===== config.mk =====
export PLATFORM = sky130hd
export DESIGN_NAME = cdt_top
export DESIGN_NICKNAME = d
export VERILOG_FILES = /design/src/rtl/cdt_pkg.sv /design/src/rtl/cdt_tick.sv /design/src/rtl/cdt_count.sv /design/src/rtl/cdt_regs.sv /design/src/rtl/cdt_top.sv
export SDC_FILE = /design/constraint.sdc
export NUM_CORES = 1
export LEC_CHECK = 0
export BUFFER_PORTS_ARGS = -buffer_cell sky130_fd_sc_hd__buf_2
export CORE_ASPECT_RATIO = 1.5
export CORE_MARGIN = 2
export CORE_UTILIZATION = 30
export CTS_BUF_LIST = sky130_fd_sc_hd__clkbuf_8
export CTS_CLUSTER_SIZE = 28
export DETAILED_ROUTE_END_ITERATION = 10
export PLACE_DENSITY = 0.51
export SYNTH_ARGS = -nofsm -noshare
export SYNTH_HDL_FRONTEND = slang
export SYNTH_SLANG_ARGS = --single-unit

===== constraint.sdc =====
create_clock -name clk_i -period 5 [get_ports clk_i]
set_input_delay 1.25 -clock clk_i [delete_from_list [all_inputs] [get_ports clk_i]]
set_output_delay 1.25 -clock clk_i [all_outputs]
set_load 0.1 [all_outputs]

===== src/rtl/cdt_pkg.sv =====
package cdt_pkg;
  localparam int unsigned DW     = 32;
  localparam int unsigned PW     = 12;
  localparam int unsigned NSRC   = 3;
  localparam int unsigned CR_W   = 26;
  localparam int unsigned B_EN   = 0;
  localparam int unsigned B_EMOD = 1;
  localparam int unsigned B_CIE  = 2;
  localparam int unsigned B_RLD  = 3;
  localparam int unsigned B_PRE  = 4;
  localparam int unsigned B_SWR  = 16;
  localparam int unsigned B_IOV  = 17;
  localparam int unsigned B_DBG  = 18;
  localparam int unsigned B_WAIT = 19;
  localparam int unsigned B_DOZE = 20;
  localparam int unsigned B_STOP = 21;
  localparam int unsigned B_SRC  = 24;

  typedef enum logic [2:0] {
    A_CTRL = 3'd0,
    A_STAT = 3'd1,
    A_LOAD = 3'd2,
    A_CMP  = 3'd3,
    A_CNT  = 3'd4
  } addr_e;

  function automatic logic [DW-1:0] keep_mask();
    logic [DW-1:0] m;
    m = '0;
    m[B_EN] = 1'b1;
    m[B_EMOD] = 1'b1;
    m[B_DBG] = 1'b1;
    m[B_WAIT] = 1'b1;
    m[B_DOZE] = 1'b1;
    m[B_STOP] = 1'b1;
    return m;
  endfunction
endpackage


===== src/rtl/cdt_tick.sv =====
module cdt_tick
  import cdt_pkg::*;
#(
  parameter int unsigned P_W = PW,
  parameter int unsigned N_SRC = NSRC
) (
  input  logic             clk_i,
  input  logic             rst_ni,
  input  logic             en_i,
  input  logic [1:0]       src_i,
  input  logic [P_W-1:0]   presc_i,
  input  logic [N_SRC-1:0] stb_i,
  output logic             tick_o
);
  logic [P_W-1:0] pre_q;
  logic run, sel;

  always_comb begin
    sel = 1'b0;
    for (int i = 0; i < N_SRC; i++)
      if (32'(src_i) == i + 1) sel = stb_i[i];
  end

  assign run    = en_i && (src_i != 2'd0);
  assign tick_o = run && sel && (pre_q == presc_i);

  always_ff @(posedge clk_i or negedge rst_ni) begin
    if (!rst_ni)      pre_q <= '0;
    else if (!run)    pre_q <= '0;
    else if (tick_o)  pre_q <= '0;
    else if (sel)     pre_q <= pre_q + 1'b1;
  end

  // a tick needs an enabled, selected strobe
  p_tick_src_r13: assert property (@(posedge clk_i) disable iff (!rst_ni)
    tick_o |-> (en_i && src_i != 2'd0 && stb_i != '0));
  p_pre_hold_r10: assert property (@(posedge clk_i) disable iff (!rst_ni)
    (run && !sel && $past(run)) |=> $stable(pre_q));
endmodule


===== src/rtl/cdt_count.sv =====
module cdt_count
  import cdt_pkg::*;
#(
  parameter int unsigned W = DW
) (
  input  logic         clk_i,
  input  logic         rst_ni,
  input  logic         tick_i,
  input  logic         rld_i,
  input  logic [W-1:0] lr_i,
  input  logic [W-1:0] cmp_i,
  input  logic         load_i,
  input  logic [W-1:0] load_val_i,
  output logic [W-1:0] cnt_o,
  output logic         hit_o
);
  logic [W-1:0] cnt_q, nxt;

  assign nxt   = (cnt_q == '0) ? (rld_i ? lr_i : '1) : cnt_q - 1'b1;
  assign hit_o = tick_i && (nxt == cmp_i);
  assign cnt_o = cnt_q;

  always_ff @(posedge clk_i or negedge rst_ni) begin
    if (!rst_ni)     cnt_q <= '1;
    else if (load_i) cnt_q <= load_val_i;
    else if (tick_i) cnt_q <= nxt;
  end

  p_dec_r4: assert property (@(posedge clk_i) disable iff (!rst_ni)
    (tick_i && !load_i && cnt_q != '0) |=> cnt_q == $past(cnt_q) - 1'b1);
  p_reload_r4: assert property (@(posedge clk_i) disable iff (!rst_ni)
    (tick_i && !load_i && cnt_q == '0 && rld_i) |=> cnt_q == $past(lr_i));
  p_wrap_r9: assert property (@(posedge clk_i) disable iff (!rst_ni)
    (tick_i && !load_i && cnt_q == '0 && !rld_i) |=> cnt_q == '1);
  p_hold_r13: assert property (@(posedge clk_i) disable iff (!rst_ni)
    (!tick_i && !load_i) |=> $stable(cnt_q));
  p_load_r8: assert property (@(posedge clk_i) disable iff (!rst_ni)
    load_i |=> cnt_q == $past(load_val_i));
endmodule


===== src/rtl/cdt_regs.sv =====
module cdt_regs
  import cdt_pkg::*;
#(
  parameter int unsigned W = DW
) (
  input  logic         clk_i,
  input  logic         rst_ni,
  input  logic         req_i,
  input  logic         we_i,
  input  logic [2:0]   addr_i,
  input  logic [W-1:0] wdata_i,
  input  logic [W-1:0] cnt_i,
  input  logic         hit_i,
  output logic [W-1:0] rdata_o,
  output logic [W-1:0] cr_o,
  output logic [W-1:0] lr_o,
  output logic [W-1:0] cmp_o,
  output logic         flag_o,
  output logic         load_o,
  output logic [W-1:0] load_val_o
);
  localparam logic [W-1:0] CR_MASK = W'((64'd1 << CR_W) - 64'd1);
  localparam logic [W-1:0] KEEP    = keep_mask();

  logic [W-1:0] cr_q, lr_q, cmp_q, cr_new;
  logic flag_q, wr, wr_cr, wr_st, wr_lr, wr_cmp, swr, rise_en;

  assign wr      = req_i && we_i;
  assign wr_cr   = wr && addr_i == A_CTRL;
  assign wr_st   = wr && addr_i == A_STAT;
  assign wr_lr   = wr && addr_i == A_LOAD;
  assign wr_cmp  = wr && addr_i == A_CMP;
  assign cr_new  = wdata_i & CR_MASK;
  assign swr     = cr_new[B_SWR];
  assign rise_en = !cr_q[B_EN] && cr_new[B_EN];

  always_comb begin
    load_o = 1'b0;
    load_val_o = wdata_i;
    if (wr_cr && !swr && rise_en && cr_new[B_EMOD]) begin
      load_o = 1'b1;
      load_val_o = cr_new[B_RLD] ? lr_q : '1;
    end else if (wr_lr && cr_q[B_IOV]) begin
      load_o = 1'b1;
    end
  end

  always_ff @(posedge clk_i or negedge rst_ni) begin
    if (!rst_ni) begin
      cr_q <= '0;
      lr_q <= '1;
      cmp_q <= '0;
      flag_q <= 1'b0;
    end else if (wr_cr && swr) begin
      cr_q <= cr_new & KEEP;
      lr_q <= '1;
      cmp_q <= '0;
      flag_q <= 1'b0;
    end else begin
      if (wr_cr) cr_q <= cr_new;
      if (wr_lr) lr_q <= wdata_i;
      if (wr_cmp) cmp_q <= wdata_i;
      if (hit_i) flag_q <= 1'b1;
      else if (wr_st && wdata_i[0]) flag_q <= 1'b0;
    end
  end

  always_comb begin
    unique case (addr_i)
      A_CTRL:  rdata_o = cr_q;
      A_STAT:  rdata_o = {{(W-1){1'b0}}, flag_q};
      A_LOAD:  rdata_o = lr_q;
      A_CMP:   rdata_o = cmp_q;
      A_CNT:   rdata_o = cnt_i;
      default: rdata_o = '0;
    endcase
  end

  assign cr_o = cr_q;
  assign lr_o = lr_q;
  assign cmp_o = cmp_q;
  assign flag_o = flag_q;

  p_flag_rise_r5: assert property (@(posedge clk_i) disable iff (!rst_ni)
    $rose(flag_q) |-> $past(hit_i));
  p_flag_clr_r6: assert property (@(posedge clk_i) disable iff (!rst_ni)
    (wr_st && !wdata_i[0] && flag_q && !wr_cr) |=> flag_q);
  p_swr_r12: assert property (@(posedge clk_i) disable iff (!rst_ni)
    (wr_cr && swr) |=> (lr_q == '1 && cmp_q == '0 && !flag_q && !cr_q[B_SWR]
                        && cr_q[B_SRC+:2] == 2'd0));
  p_upper_r2: assert property (@(posedge clk_i) disable iff (!rst_ni)
    wr_cr |=> cr_q[W-1:CR_W] == '0);
endmodule


===== src/rtl/cdt_top.sv =====
module cdt_top
  import cdt_pkg::*;
(
  input  logic            clk_i,
  input  logic            rst_ni,
  input  logic            req_i,
  input  logic            we_i,
  input  logic [2:0]      addr_i,
  input  logic [DW-1:0]   wdata_i,
  output logic [DW-1:0]   rdata_o,
  input  logic [NSRC-1:0] src_stb_i,
  output logic            irq_o
);
  logic [DW-1:0] cr, lr, cmp, cnt, load_val;
  logic flag, load, tick, hit;

  cdt_regs #(.W(DW)) u_regs (
    .clk_i(clk_i), .rst_ni(rst_ni), .req_i(req_i), .we_i(we_i),
    .addr_i(addr_i), .wdata_i(wdata_i), .cnt_i(cnt), .hit_i(hit),
    .rdata_o(rdata_o), .cr_o(cr), .lr_o(lr), .cmp_o(cmp), .flag_o(flag),
    .load_o(load), .load_val_o(load_val)
  );

  cdt_tick #(.P_W(PW), .N_SRC(NSRC)) u_tick (
    .clk_i(clk_i), .rst_ni(rst_ni), .en_i(cr[B_EN]), .src_i(cr[B_SRC+:2]),
    .presc_i(cr[B_PRE+:PW]), .stb_i(src_stb_i), .tick_o(tick)
  );

  cdt_count #(.W(DW)) u_count (
    .clk_i(clk_i), .rst_ni(rst_ni), .tick_i(tick), .rld_i(cr[B_RLD]),
    .lr_i(lr), .cmp_i(cmp), .load_i(load), .load_val_i(load_val),
    .cnt_o(cnt), .hit_o(hit)
  );

  assign irq_o = flag && cr[B_CIE] && cr[B_EN];

  p_irq_off_r7: assert property (@(posedge clk_i) disable iff (!rst_ni)
    $fell(cr[B_EN]) |-> !irq_o);
  p_irq_rise_r7: assert property (@(posedge clk_i) disable iff (!rst_ni)
    $rose(irq_o) |-> ($past(hit) || $past(req_i && we_i && addr_i == A_CTRL)));
endmodule


Word-level counts from Yosys, hierarchy flattened. Cells that the tools add are included.

Register bits: 141. Latch bits: 0. Bits in writable memories: 0. Memory bits (read-only): 0. Bits of input ports: 42. Output and inout port bits: 33. Word-level logic and storage cells: 70. Memories kept: 0.

Add/subtract/negate cells: 2. Multiply operators: 0. Div/mod/pow operators: 0. Magnitude comparators: 0. Equal/unequal tests: 10. Shift operators: 0. Mux-type cells: 24. Bitwise logic cells: 0. Reductions and logical operators: 28.

Operators by type and width (count): 32-bit two-way mux (12); 32-bit one-hot mux with 5 select lines (1); 12-bit two-way mux (3); 32-bit == test (1); 32-bit logical NOT (1); 32-bit by 1-bit subtractor with 32-bit output, second input constant (1); 1-bit logical AND (18); 12-bit by 1-bit adder with 12-bit output, second input constant (1); 12-bit == test (1); 2-bit nonzero test (5); 1-bit two-way mux (8); 3-bit by 2-bit == test with 1-bit output, second input constant (2); 2-bit == test, second input constant (2); 3-bit by 1-bit == test with 1-bit output, second input constant (1); 3-bit == test, second input constant (1); 3-bit logical NOT (1); 3-bit by 2-bit inequality test with 1-bit output, second input constant (1); 3-bit nonzero test (1); 2-bit by 1-bit == test with 1-bit output, second input constant (1); 1-bit logical NOT (2).

Logic depth before layout (Yosys ltp). Gate-level depths: netlist of run 1.

Word-level depth: 9. Depth in mapped cells: 13. Gate-level depth less buffers: 11.

By module. From an unflattened synthesis of run 1, not the netlist that was laid out.

Cells, all modules: 1145. Area, all modules: 10084.7 um^2.

Modules (own cells, without submodules): cdt_regs (times used 1, cells an instance 539, area an instance 5527.8 um^2, sequential area each 2317.2 um^2); cdt_count (times used 1, cells an instance 512, area an instance 3712.3 um^2, sequential area each 840.8 um^2); cdt_tick (times used 1, cells an instance 93, area an instance 838.3 um^2, sequential area each 300.3 um^2); cdt_top (times used 1, cells an instance 1, area an instance 6.3 um^2, sequential area each 0.0 um^2).

Least setup slack after synthesis of run 1. OpenSTA, ideal clock, no wires.

Path kind: input to output. Start: input addr_i[0]. End: output rdata_o[26]. Data arrival time: 3848 ps. Data required time: 3750 ps. Setup slack: -98 ps. Cell stages on the path: 3. Buffers on the path: 1. Cell sequence: buf_1 -> mux2i_1 -> o21ai_0.

Word-level cells in the longest chain between the ends: 2. Elaborated cells between the ends (all ways): 6. Those cells by class: 4 x eq/ne; 1 x mux; 1 x reduce/logical.

RTL lines: start: declaration (line cdt_top.sv:8) `input logic [2:0] addr_i,`; 3-bit == test, or another cell as far along (line cdt_regs.sv:69) `unique case (addr_i)`; 32-bit one-hot mux with 5 select lines * (line cdt_regs.sv:69); end: declaration (line cdt_top.sv:10) `output logic [DW-1:0] rdata_o,`.

Mark *: on every way between the ends. The rest lies on a longest branch, timed or not.

Final worst setup path of run 1.
Start: input addr_i[0]. End: output rdata_o[6].

The elaborated chain is that of the path after synthesis.

==> results of run 1 <==
through the flow:
step	cell area, um2	worst slack, ns
global route	10100	0.6470
global placement	9627	0.8244
CTS	10100	0.8071
detailed placement	9627	0.8057
floorplan	8573	0.2949
finish	10100	0.8123
Yosys cell counts, drive strengths merged, types with 33 or more instances:
master and count:
dfstp 64, a22oi 52, o21ai 88, inv 36
xnor2 33, a21oi 51, clkbuf 59, dfrtp 71
nor2 64, nand2 251, nand3 40
layout make-up:
cell class                      count  area (um2)
Clock buffer                       20       275.3
Timing Repair Buffer              105       862.1
Fill cell                        2920       17960
Sequential cell                   135        3458
Inverter                           37       138.9
Tap cell                          346       432.9
Clock inverter                     12       195.2
Multi-Input combinational cell    839        4735
cell families (layout without fill, tap and decap cells):
family,after synthesis,count (layout),share of synthesized area [%]
flops,135,135,40.34
compound gates,300,300,22.17
buf+inv,107,174,4.860
fa+ha+maj,3,3,0.4379
mux,13,13,1.518
xor+xnor,56,56,5.721
simple gates,467,467,24.96
registers in the layout, summed over array words and instances (netlist names):
signal         cells
u_count.cnt_o     32
u_regs.cr_o       26
u_regs.cmp_o      32
u_tick.pre_q      12
u_regs.lr_o       32
u_regs.flag_o      1
worst paths after layout:
| check | from | endpoint | cells after the start | slack [ns] |
|---|---|---|---|---|
| hold reg to reg | u_regs.cr_o[19] | u_regs.cr_o[19] | 2 | 0.48 |
| min in group asynchronous | rst_ni | u_regs.cr_o[21] | 1 | 0.83 |
| setup reg to reg | u_count.cnt_o[0] | u_regs.flag_o | 12 | 1.16 |
| max in group asynchronous | rst_ni | u_regs.lr_o[13] | 2 | 3.21 |
| hold / removal | u_regs.cr_o[19] | u_regs.cr_o[19] | 2 | 0.48 |
| setup / recovery | addr_i[0] | rdata_o[6] | 7 | 0.81 |
critical path: cells and delay by family:
kind	cells	cell delay, ns
simple gates	2	0.38
compound gates	1	0.10
buf+inv	4	1.19
per-layer routing:
metal / share of wire (%) / up-vias
met3: 4.3 / 78
met2: 53 / 269
li1: - / 3962
met1: 38 / 4094
met4: 4.6 / 0
met5: 0 / -
power by group:
part / internal [mW] / total (mW) / switching (mW)
sequential: 1.51 / 1.95 / 0.439
combinational: 0.637 / 1.69 / 1.06
clock: 0.633 / 1.10 / 0.469
total: 2.78 / 4.74 / 1.97
==> run metrics, run 1 <==
status=completed; DP Wirelength=24.24 mm; worst hold slack=0.4837 ns; PD cells=469.7 nW/um2; Num CTS Buffers=17; Clk Latency, worst-skew pair=0.47 ns; Primary FF master, synth=dfrtp_1; GPL Wtd Cong=0.9266; clock sink count=135; M3 GR Usage=3.786%; Resize count post-CTS=0; CP dominant cell by count=buf_2; P_leak=4.240 nW; post-synthesis sequential area ratio=40.34%; Synthesized Nets=1,126; CP max-delay cell=buf_2; fin crit period=4.188 ns; Synth Register Bits=135; synth warn=0; vias=8,403; drt drc=0; GR Layer Usage met1=25.96%; total chip power=4.743 mW; dpl cells=1,462; most common cell after layout, fill and taps aside=nand2_1; # IOs=75; Critical Path End Type=output port; Yosys cell types=61; root buffer cell=clkbuf_8; period utilisation layout=83.75%; wire length of the first global-routing pass=51.74 mm; Worst-Margin Slew=0.8039 ns; async set-reset flop share out of synthesis=100.0%; WS Path Type=primary input to output port; synthesized area=8573 um2; post-CTS setup buffers=0; Slew Viols, Final=0; Final setup viols=0; Final ANT Viol Nets=0; layout cell share with drive strength beyond 1=19.51%; global routing usage on met2=40.86%; synthesized area per cell=7.931 um2; Die ar.=29,970 um2; Worst Hold Class=flop to flop; clock skew=0.01301 ns; Slew headroom=46.21%; number of max-cap violations=0; Core ar.=28,060 um2; router iterations before antenna repair=5; busiest grt layer=met2; Ant. Diodes=0; TritonCTS clock tree=done; PortBufs=74; Initial Util=30.56%; CTS Buffer Depth=2; fin util=35.99%; RSZ-0062 raised after global routing=false; Synth area leaders=dfrtp_1 (21%), dfstp_2 (20%), nand2_1 (11%), o21ai_0 (5.1%), a22oi_1 (4.6%); largest net degree at the start of global routing=81; CTS hold repair buffers=0; commonest non-fill, non-tap cells in the layout=nand2_1 (251), o21ai_0 (81), dfrtp_1 (71), dfstp_2 (64), nor2_1 (61); GR Util All Layers=22.79%; startpoint types=primary input; layout net count=1,180; Die H=211.0 um; H-tree depth=4; Reg clk slew, reported paths=0.08 ns; Worst path max stage delay=0.42 ns; EDFF count, synth=0; cell chain of the critical path=buf_2, inv_1, nor2_2, buf_12, a22oi_1, nand2_1, buf_2; DRT Wirelength=33.28 mm; worst vdd ir=0.0001418 V; DR WL/cell=22.28 um; Area Growth Syn to Fin=17.78%; non-filler cells, final=1,494; Cell Rows=75; Worst Path Required=3.75 ns; leading area contributor after synthesis=dfrtp_1; initial antenna violation count=0; Setup TNS Final=0 ns; Die W=142.0 um; Crit Path Max Fanout=23; Fmax=238.8 MHz; vias in the first global route=8,458; post-DR vias/cell=5.624; Fin. Hold Viols=0; Gate Count Post-Synth=1,081; Arr. time, crit path=2.94 ns; drt initial violations=702; GRT overflow=0; post-synth top area share=20.72%
(Power assumes the default switching activity.)
==> run 2, diff against run 1 <==
Settings changed: PLACE_DENSITY 0.51 to 0.52.
Clock period 5 ns to 3.8 ns, I/O delays scaled along.
==> run metrics, run 2 (synthesis results as in run 1) <==
M3 GR Usage=3.174%; placed cell areas=10,120 um2; fin util=37.78%; initial antenna violation count=0; layout cell share with drive strength beyond 1=23.02%; Die H=211.0 um; GR Layer Usage met1=27.29%; DR WL/cell=23.08 um; clock skew=0.02072 ns; design area=10,600 um2; # IOs=75; Cell Rows=75; DRT Wirelength=35.05 mm; RSZ-0062 raised after global routing=false; non-filler cells, final=1,519; drt initial violations=590; CTS hold repair buffers=0; PD cells=607.8 nW/um2; Arr. time, crit path=3.92 ns; PortBufs=74; H-tree depth=4; post-CTS setup buffers=0; busiest grt layer=met2; period utilisation layout=91.38%; global routing usage on met2=43.83%; Area Growth Syn to Fin=23.64%; commonest non-fill, non-tap cells in the layout=nand2_1 (231), o21ai_0 (81), dfrtp_1 (71), dfstp_2 (64), nor2_1 (61); Crit Path Max Fanout=11; Die W=142.0 um; Clk Latency, worst-skew pair=0.50 ns; vias in the first global route=8,777; Worst Hold Class=primary input to asynchronous set/reset pin; post-DR vias/cell=5.612; Reg clk slew, reported paths=0.10 ns; root buffer cell=clkbuf_8; number of max-cap violations=0; TritonCTS clock tree=done; # fillers=2,887; Slew headroom=49.24%; vias=8,524; Ant. Diodes=0; Die ar.=29,970 um2; status=completed; Critical Path End Type=flop; fin crit period=3.473 ns; drt drc=0; Fmax=288.0 MHz; Final ANT Viol Nets=0; Initial Util=30.56%; GR Util All Layers=24.07%; CTS Buffer Depth=2; Setup TNS Final=0 ns; Worst-Margin Slew=0.7586 ns; worst vdd ir=0.0002102 V; DP Wirelength=26.00 mm; Core ar.=28,060 um2; Final setup viols=0; Fin. Hold Viols=0; GPL Wtd Cong=0.9892; Resize count post-CTS=0; startpoint types=flop; GRT overflow=0; router iterations before antenna repair=5; clock sink count=135; dpl cells=1,487; Slew Viols, Final=0; most common cell after layout, fill and taps aside=nand2_1; largest net degree at the start of global routing=72; layout net count=1,205; P_leak=4.414 nW; worst hold slack=0.3507 ns; WS Path Type=flop to flop; Worst Path Required=4.25 ns; Num CTS Buffers=17; wire length of the first global-routing pass=53.83 mm
-- run 2: cell count changes in the layout (fill, tap and decap cells not counted), sizes merged --
cell      before  now
buf          105  130
clkinv         5    6
clkinvlp       1    2
clkbuf        20   18
-- run 2: final cells by class --
type                       count  area (um2)  area share [%]
clock buffer                  18       247.7           2.337
clock inverter                14       222.7           2.101
inverter                      37       138.9           1.310
multi-input combinational    839        4800           45.28
sequential                   135        3458           32.63
tap                          346       432.9           4.084
timing repair buffer         130        1300           12.26
-- run 2: worst paths after layout --
kind	from	to	slack, ns	depth (start not counted)
max	u_count.cnt_o[12]	u_regs.flag_o	0.33	9
min	rst_ni	u_regs.flag_o	0.35	1
max reg2reg	u_count.cnt_o[12]	u_regs.flag_o	0.33	9
min reg2reg	u_regs.cr_o[21]	u_regs.cr_o[21]	0.48	2
max in group asynchronous	rst_ni	u_regs.lr_o[19]	2.63	2
min in group clk_i	u_regs.cr_o[21]	u_regs.cr_o[21]	0.48	2
-- run 2: per-stage QoR --
step                total power, mW  worst slack, ns
floorplan                     3.998          0.05261
global placement              4.971           0.3023
detailed placement            4.987           0.2627
CTS                           6.475           0.2619
global route                  6.785          0.08383
finish                        6.443           0.3274
-- run 2: routing by layer --
metal  share of wire (%)  routed length, um
met3                 3.0               1048
met1                  39              13760
met4                 4.4               1549
met5                   0                  0
met2                  53              18700
-- run 2: power breakdown --
group | leakage [nW] | switching (mW) | total [mW] | internal [mW]
Sequential | 1.61 | 0.567 | 2.55 | 1.98
Combinational | 2.57 | 1.48 | 2.43 | 0.948
Clock | 0.230 | 0.664 | 1.47 | 0.805
Total | 4.41 | 2.71 | 6.44 | 3.73
-- run 2: critical path: stages, from the launching register on --
cell,delay (ns)
dfstp_2,0.39
or4_1,0.69
or3_4,0.51
or4_4,0.60
nor3_4,0.26
o32ai_1,0.15
nor4_1,0.28
nand4_1,0.15
nor3_1,0.24
a31o_1,0.17
==> run 3, diff against run 2 <==
Settings changed: CORE_MARGIN 2 to unset.
==> run metrics, run 3 (synthesis results as in run 1) <==
Fmax=284.1 MHz; Switching Fraction=42.29%; wire length of the first global-routing pass=52.34 mm; Final ANT Viol Nets=0; Worst Path Required=4.23 ns; Worst Hold Class=primary input to asynchronous set/reset pin; Ant. Diodes=0; Cell Rows=75; total chip power=6.307 mW; clock network power share=21.8%; vias in the first global route=8,677; Final setup viols=0; Initial Util=30.56%; PortBufs=74; Die H=209.0 um; TritonCTS clock tree=done; most common cell after layout, fill and taps aside=nand2_1; Area Growth Syn to Fin=22.87%; P_int=3.640 mW; cell chain of the critical path=inv_1, ha_1, or4b_2, nor4_1, buf_4, nand3_1, buf_4, a32o_1, xnor2_1, nor3b_1, nand4_1, nor3_1, a31o_1; Reg clk slew, reported paths=0.09 ns; P_sw=2.667 mW; # IOs=75; startpoint types=flop; fin crit period=3.520 ns; CP dominant cell by count=buf_4; DP Wirelength=25.26 mm; largest net degree at the start of global routing=64; worst vdd ir=0.0002294 V; WS Path Type=flop to flop; Core ar.=28,060 um2; CP Buf/Inv Count=3; Resize count post-CTS=0; P_leak=4.379 nW; Die ar.=29,270 um2; post-CTS setup buffers=0; Top Family by Delay on Critical Path=simple AND/OR/NAND/NOR gates; clock sink count=135; clock skew=0.01815 ns; DR WL/cell=22.32 um; number of max-cap violations=0; CTS Buffer Depth=2; Crit Path Max Fanout=10; Arr. time, crit path=3.95 ns; Slew Viols, Final=0; Slew headroom=42.58%; layout net count=1,202; # fillers=2,848; Num CTS Buffers=17; Reg power frac=40.5%; Comb pwr share=37.7%; placed cell areas=10,100 um2; GPL Wtd Cong=0.9409; Critical Path End Type=flop; CP max-delay cell=or4b_2; PD cells=598.8 nW/um2; root buffer cell=clkbuf_8; commonest non-fill, non-tap cells in the layout=nand2_1 (231), o21ai_0 (81), dfrtp_1 (71), dfstp_2 (64), nor2_1 (61); RSZ-0062 raised after global routing=false; Worst path max stage delay=0.64 ns; design area=10,530 um2; Die W=140.0 um; vias=8,486; initial antenna violation count=0; DRT Wirelength=33.83 mm; Setup TNS Final=0 ns; Worst-Margin Slew=0.8502 ns; post-DR vias/cell=5.598; period utilisation layout=92.64%; Fin. Hold Viols=0; H-tree depth=4; status=completed; CTS hold repair buffers=0; Clk Latency, worst-skew pair=0.49 ns; layout cell share with drive strength beyond 1=22.82%; GR Util All Layers=23.87%; GRT overflow=0; drt drc=0; router iterations before antenna repair=5; drt initial violations=628
==> run 3: per-stage QoR <==
step	instances	setup WS [ns]	utilization [%]	hold WS, ns
CTS	1516	0.2768	37.54	0.4825
finish	1516	0.2795	37.54	0.4727
floorplan	1081	0.05261	-	0.4461
global route	1516	0.08256	37.54	0.4881
detailed placement	1484	0.2851	35.99	0.4755
global placement	1484	0.2634	35.99	0.4616
==> run 3: layout make-up <==
cell class / count / area [um2] / area share, %
clock inverter: 15 / 201.4 / 1.912
inverter: 37 / 138.9 / 1.318
multi-input combinational: 839 / 4791 / 45.48
timing repair buffer: 127 / 1277 / 12.13
clock buffer: 17 / 234.0 / 2.221
sequential: 135 / 3458 / 32.83
tap: 346 / 432.9 / 4.110
==> run 3: power groups by stage <==
stage | logic, mW | registers [mW] | clock network [mW]
floorplan | 1.69 | 2.31 | 0
global placement | 2.36 | 2.57 | 0
detailed placement | 2.37 | 2.58 | 0
CTS | 2.38 | 2.55 | 1.40
global route | 2.58 | 2.61 | 1.46
finish | 2.38 | 2.56 | 1.37
==> run 3: final timing paths <==
kind / slack [ns] / to / cells past startpoint / from
worst max register to register: 0.28 / u_regs.flag_o / 13 / u_count.cnt_o[0]
worst max-delay path: 0.28 / u_regs.flag_o / 13 / u_count.cnt_o[0]
worst min register to register: 0.49 / u_regs.cr_o[23] / 2 / u_regs.cr_o[23]
worst min-delay path: 0.47 / u_regs.cr_o[14] / 1 / rst_ni
min in group clk_i: 0.49 / u_regs.cr_o[23] / 2 / u_regs.cr_o[23]
max in group asynchronous: 2.50 / u_regs.lr_o[24] / 2 / rst_ni
==> run 3: worst reg2reg max path, stage by stage, from the launching register on <==
cell	delay (ns)
dfstp_2	0.43
inv_1	0.11
ha_1	0.14
or4b_2	0.64
nor4_1	0.29
buf_4	0.19
nand3_1	0.09
buf_4	0.21
a32o_1	0.25
xnor2_1	0.22
nor3b_1	0.34
nand4_1	0.18
nor3_1	0.23
a31o_1	0.16
==> run 3: layer usage <==
metal | wire (um) | track usage (%)
met1 | 13030 | 26.23
met2 | 17870 | 43.72
met3 | 1111 | 2.864
met4 | 1823 | 14.13
met5 | 0 | 0
